--- config.mk ---
export PLATFORM = sky130hd
export DESIGN_NAME = irq_aggregator
export DESIGN_NICKNAME = d
export VERILOG_FILES = /design/src/rtl/irq_agg_pkg.sv /design/src/rtl/irq_src_cell.sv /design/src/rtl/irq_abort_cause.sv /design/src/rtl/irq_reg_access.sv /design/src/rtl/irq_aggregator.sv
export SDC_FILE = /design/constraint.sdc
export NUM_CORES = 1
export LEC_CHECK = 0
export ABC_AREA = 1
export CAP_MARGIN = 20
export CORE_AREA = 2 2 91 93
export DETAILED_ROUTE_END_ITERATION = 10
export DIE_AREA = 0 0 93 95
export PLACE_DENSITY_LB_ADDON = 0.12
export SYNTH_ARGS = -nofsm -noshare
export SYNTH_HDL_FRONTEND = slang
export SYNTH_SLANG_ARGS = --single-unit
--- constraint.sdc ---
create_clock -name clk -period 1.81 [get_ports clk]
set_clock_uncertainty 0.15 [all_clocks]
set_input_delay 0.362 -clock clk [delete_from_list [all_inputs] [get_ports clk]]
set_output_delay 0.362 -clock clk [all_outputs]
set_load 0.005 [all_outputs]
--- src/rtl/irq_agg_pkg.sv ---
// Package: shared register addresses and source indices for the aggregator.
// Assumes a twelve-source layout; addresses are word indices.
package irq_agg_pkg;
    localparam int A_PENDING  = 0;
    localparam int A_RAW      = 1;
    localparam int A_ENABLE   = 2;
    localparam int A_CAUSE    = 3;
    localparam int A_ACK_ALL  = 4;
    localparam int A_ACK_BASE = 5;
    localparam int SRC_ABORT  = 6;
    localparam logic [11:0] LEVEL_DEFAULT = 12'h014;
    localparam logic [11:0] CAUSE_KEEP    = 12'hEBF;
endpackage

--- src/rtl/irq_src_cell.sv ---
// One status bit. LEVEL=1: registered copy of the input, no acknowledge.
// LEVEL=0: set by a pulse, cleared by ack; set wins over ack.
module irq_src_cell #(
    parameter bit LEVEL = 1'b0
) (
    input  logic clk,
    input  logic rst_n,
    input  logic evt,
    input  logic ack,
    output logic q
);
    generate
        if (LEVEL) begin : g_level
            logic unused_ack;
            assign unused_ack = ack;
            // track the level input one cycle late
            always_ff @(posedge clk) begin
                if (!rst_n) q <= 1'b0;
                else        q <= evt;
            end
        end else begin : g_sticky
            // latch pulse, hold until acknowledged
            always_ff @(posedge clk) begin
                if (!rst_n) q <= 1'b0;
                else        q <= evt | (q & ~ack);
            end
        end
    endgenerate
endmodule

--- src/rtl/irq_abort_cause.sv ---
// Abort reason word. Accumulates masked reasons on each abort pulse,
// cleared by ack; an abort in the ack cycle loads the new reason alone.
module irq_abort_cause #(
    parameter int          W    = 12,
    parameter logic [W-1:0] KEEP = '1
) (
    input  logic         clk,
    input  logic         rst_n,
    input  logic         capture,
    input  logic         ack,
    input  logic [W-1:0] cause_in,
    output logic [W-1:0] cause_q
);
    logic [W-1:0] base;
    // keep old content unless this cycle acknowledges it
    always_comb base = ack ? '0 : cause_q;

    // update the reason word
    always_ff @(posedge clk) begin
        if (!rst_n)       cause_q <= '0;
        else if (capture) cause_q <= base | (cause_in & KEEP);
        else              cause_q <= base;
    end
endmodule

--- src/rtl/irq_reg_access.sv ---
// Address decode and read mux. Produces acknowledge strobes and the
// enable write strobe; read data is combinational while rd_en is high.
module irq_reg_access
    import irq_agg_pkg::*;
#(
    parameter int           N      = 12,
    parameter int           ADDR_W = 5,
    parameter logic [N-1:0] LEVEL  = '0
) (
    input  logic              rd_en,
    input  logic              wr_en,
    input  logic [ADDR_W-1:0] addr,
    input  logic [N-1:0]      raw,
    input  logic [N-1:0]      enable,
    input  logic [N-1:0]      cause,
    output logic [N-1:0]      ack_vec,
    output logic              ack_all,
    output logic              enable_we,
    output logic [N-1:0]      rdata
);
    localparam int LAST_ACK = A_ACK_BASE + N - 1;

    logic [ADDR_W-1:0] idx;
    logic              in_ack_range;

    // per-source acknowledge strobes
    for (genvar i = 0; i < N; i++) begin : g_ack
        assign ack_vec[i] = rd_en && (addr == ADDR_W'(A_ACK_BASE + i));
    end

    assign ack_all   = rd_en && (addr == ADDR_W'(A_ACK_ALL));
    assign enable_we = wr_en && (addr == ADDR_W'(A_ENABLE));

    // offset into the per-source acknowledge block
    always_comb begin
        idx          = addr - ADDR_W'(A_ACK_BASE);
        in_ack_range = (addr >= ADDR_W'(A_ACK_BASE)) && (addr <= ADDR_W'(LAST_ACK));
    end

    // read data selection
    always_comb begin
        rdata = '0;
        if (rd_en) begin
            if (addr == ADDR_W'(A_PENDING))      rdata = raw & enable;
            else if (addr == ADDR_W'(A_RAW))     rdata = raw;
            else if (addr == ADDR_W'(A_ENABLE))  rdata = enable;
            else if (addr == ADDR_W'(A_CAUSE))   rdata = cause;
            else if (addr == ADDR_W'(A_ACK_ALL)) rdata[0] = |(raw & ~LEVEL);
            else if (in_ack_range)               rdata[0] = raw[idx];
        end
    end
endmodule

--- src/rtl/irq_aggregator.sv ---
// Top: twelve status cells, enable word, abort-cause word, register access
// and the interrupt OR. Assumes NUM_SRC fits the address map in ADDR_W.
module irq_aggregator
    import irq_agg_pkg::*;
#(
    parameter int                 NUM_SRC   = 12,
    parameter int                 ADDR_W    = 5,
    parameter logic [NUM_SRC-1:0] LEVEL_SRC = LEVEL_DEFAULT,
    parameter logic [NUM_SRC-1:0] KEEP_MASK = CAUSE_KEEP
) (
    input  logic               clk,
    input  logic               rst_n,
    input  logic [NUM_SRC-1:0] src_in,
    input  logic [NUM_SRC-1:0] cause_in,
    input  logic               rd_en,
    input  logic               wr_en,
    input  logic [ADDR_W-1:0]  addr,
    input  logic [NUM_SRC-1:0] wdata,
    output logic [NUM_SRC-1:0] rdata,
    output logic               irq_o
);
    logic [NUM_SRC-1:0] raw_q;
    logic [NUM_SRC-1:0] mask_q;
    logic [NUM_SRC-1:0] cause_q;
    logic [NUM_SRC-1:0] ack_vec;
    logic               ack_all;
    logic               enable_we;

    irq_reg_access #(.N(NUM_SRC), .ADDR_W(ADDR_W), .LEVEL(LEVEL_SRC)) u_access (
        .rd_en     (rd_en),
        .wr_en     (wr_en),
        .addr      (addr),
        .raw       (raw_q),
        .enable    (mask_q),
        .cause     (cause_q),
        .ack_vec   (ack_vec),
        .ack_all   (ack_all),
        .enable_we (enable_we),
        .rdata     (rdata)
    );

    for (genvar i = 0; i < NUM_SRC; i++) begin : g_src
        irq_src_cell #(.LEVEL(LEVEL_SRC[i])) u_cell (
            .clk   (clk),
            .rst_n (rst_n),
            .evt   (src_in[i]),
            .ack   (ack_vec[i] | ack_all),
            .q     (raw_q[i])
        );
    end

    irq_abort_cause #(.W(NUM_SRC), .KEEP(KEEP_MASK)) u_cause (
        .clk      (clk),
        .rst_n    (rst_n),
        .capture  (src_in[SRC_ABORT]),
        .ack      (ack_vec[SRC_ABORT] | ack_all),
        .cause_in (cause_in),
        .cause_q  (cause_q)
    );

    // enable word register
    always_ff @(posedge clk) begin
        if (!rst_n)         mask_q <= '0;
        else if (enable_we) mask_q <= wdata;
    end

    // single interrupt line
    assign irq_o = |(raw_q & mask_q);
endmodule

==> results.cfg <==
[yosys]
netlist-cell-type-count = 29
synth.area.top_cells = dfxtp_1, nand2_1, a21oi_1, nand3_1, inv_1
synth_most_common_cell = nand2_1
synth_area_per_cell_um2 = 6.72
async_flop_share_pct = 0
synth_warnings = 0
synth_nets = 380
yosysTopAreaCellShare_pct = 30.7
synth_edf_count = 0
yosysSeqAreaShare_pct = 30.7
netlist_top_cells_count = nand2_1, a21oi_1, inv_1, dfxtp_1, nand3_1
synthCells = 330
ys.flop_type = dfxtp_1
yosysTopAreaCell = dfxtp_1
ys_ff_latch = 34
synthesis.area_um2 = 2220

[floorplan]
initial_utilization_pct = 28.0
dieHeight_um = 95
ioPinCount = 58
die-area_um2 = 8840
core_area_um2 = 7930
die_w_um = 93
rows = 33

[sta]
final.setup.worst_slack_ns = -0.346
timing.final.crit_share_pct = 119
hold_slack_ns = 0.321
max_slew_margin_pct = 50.9
finalHoldViolCount = 0
final.min_clock_period_ns = 2.16
grt_setup_unrepaired = yes
tightest_slew_ns = 0.736
finalSetupViolCount = 13
final.setup.tns_ns = -3.42
fmax_mhz = 464
maxSlewViolCount = 0

[grt]
grt_max_degree = 23
grt_pass1_wl_um = 13200
use_met3_pct = 3.27
grt_remaining_overflow = 0
grt.busiest_layer = met2
grt_util_met2_pct = 32.2
use_met1_pct = 25.6
grt_pass1_vias = 2622
antenna_found_initial = 0
grt.total_usage_pct = 19.2

[routing]
drtIter0Drc = 105
drc = 0
wl_per_cell_um = 14.8
via_count = 2675
avgViaCountPerCell = 4.68
wl_um = 8440
ant_nets = 0
first_pass_iters = 4

[run]
drv_cap = 0

[setup_path]
criticalPathCategory = primary input to output port
worstPathMaxFanout = 5
critical_path_arrival_ns = 1.64
worstSetupStartpointType = primary input
cp.required_ns = 1.30
endpoint_kind = output port

[placement]
gp_congestion = 0.869
place_ws_ns = -1.34
postPlaceCellArea_um2 = 3380
hpwl_um = 6050
port_buffers = 55

[cells_and_area]
area_growth_pct = 84.4
antennaDiodeCount = 0
fin_area_um2 = 4090
layout-drive-gt1-share_pct = 45.5
num-nets-final = 515

[cts]
cts_hold_buffers = 0
clk_latency_ns = 0.29
numCtsBuffers = 5
clock_path_buffers = 2
cts_root_buffer = clkbuf_8
clock_sinks = 34
clk_pin_slew_ns = 0.07
htree_num_levels = 2
cts_tree = built

[run_status]
violations = negative setup slack
status = finished with violations

[hold_path]
hp-class = register to register

[power_and_ir_drop]
p_leak_nw = 1.82
cellPowerDensity_nw_per_um2 = 489
vdd_ir_drop_max_uv = 248
p_total_mw = 2.00
## logic make-up (layout without fill, tap and decap cells)
family,count (synthesis),in the layout,synth area share (%)
compound gates,77,77,23.0
fa+ha+maj,5,5,2.82
buf+inv,54,189,10.2
flops,34,34,30.7
simple gates,160,161,33.3
## state kept, by name, indices dropped and copies added (netlist names)
signal           flops
u_cause.cause_q     10
g_src.u_cell.q      12
mask_q              12
## worst max-delay path: stages
cell	delay (ns)
buf_12	0.10
clkinv_8	0.06
ha_4	0.30
inv_4	0.05
nand3_2	0.07
nand3_2	0.07
nand3_2	0.07
nand3_2	0.08
nand2_1	0.06
nand2_1	0.05
nand2_1	0.07
nand2_1	0.07
a21oi_2	0.12
buf_2	0.13
## worst paths after layout
kind	from	to	slack, ns	cells after the start
worst max-delay path	addr[0]	rdata[0]	-0.35	14
worst min-delay path	u_cause.cause_q[10]$_SDFF_PN0_	u_cause.cause_q[10]$_SDFF_PN0_	0.32	2
worst max register to register	g_src[1].u_cell.q$_SDFF_PN0_	g_src[1].u_cell.q$_SDFF_PN0_	0.67	5
worst min register to register	u_cause.cause_q[10]$_SDFF_PN0_	u_cause.cause_q[10]$_SDFF_PN0_	0.32	2
## report_power, final
part           switching (mW)  leakage, nW  total (mW)  internal (mW)
sequential             0.0422        0.283       0.829          0.787
clock                   0.308       0.0472       0.614          0.306
combinational           0.256         1.49       0.556          0.300
total                   0.606         1.82        2.00           1.39
## final cells by class
cell class | count | area [um2]
Multi-Input combinational cell | 243 | 1640
Timing Repair Buffer | 139 | 1290
Sequential cell | 34 | 702
Tap cell | 105 | 131
Clock inverter | 2 | 12.5
Clock buffer | 6 | 82.6
Timing Repair inverter | 1 | 8.76
Inverter | 41 | 218
Fill cell | 794 | 3840
## placed cells by master, fill, tap and decap left out, drive strengths merged, types with 2 or more instances in the layout
cell           count
ha                 5
nand4              3
nor3               3
nor2              21
nand3             34
clkdlybuf4s50     36
dfxtp             34
clkinvlp           2
buf              102
a21oi             40
a31oi              5
clkbuf             6
nand2             96
inv               38
o21ai             17
a211oi             8
clkinv             4
or2                3
o211ai             5
## per-layer routing
metal / vias to the layer above / wire, um
met1: 1223 / 3830
met4: 0 / 166
met2: 69 / 4030
met3: 14 / 407
met5: - / 0
li1: 1369 / -
## stage by stage
step,cells,util (%)
floorplan,330,-
global placement,537,42.6
detailed placement,537,42.6
CTS,565,48.7
global route,571,51.6
finish,571,51.6
## repair_timing
action | CTS | global route
endpoints found under the setup margin | 43 | 13
buffers inserted | 19 | 6
pin swaps | 35 | 28
gates resized for setup | 162 | 49
gates cloned | 2 | 1
No activity file was read; power rests on OpenSTA's default activity.
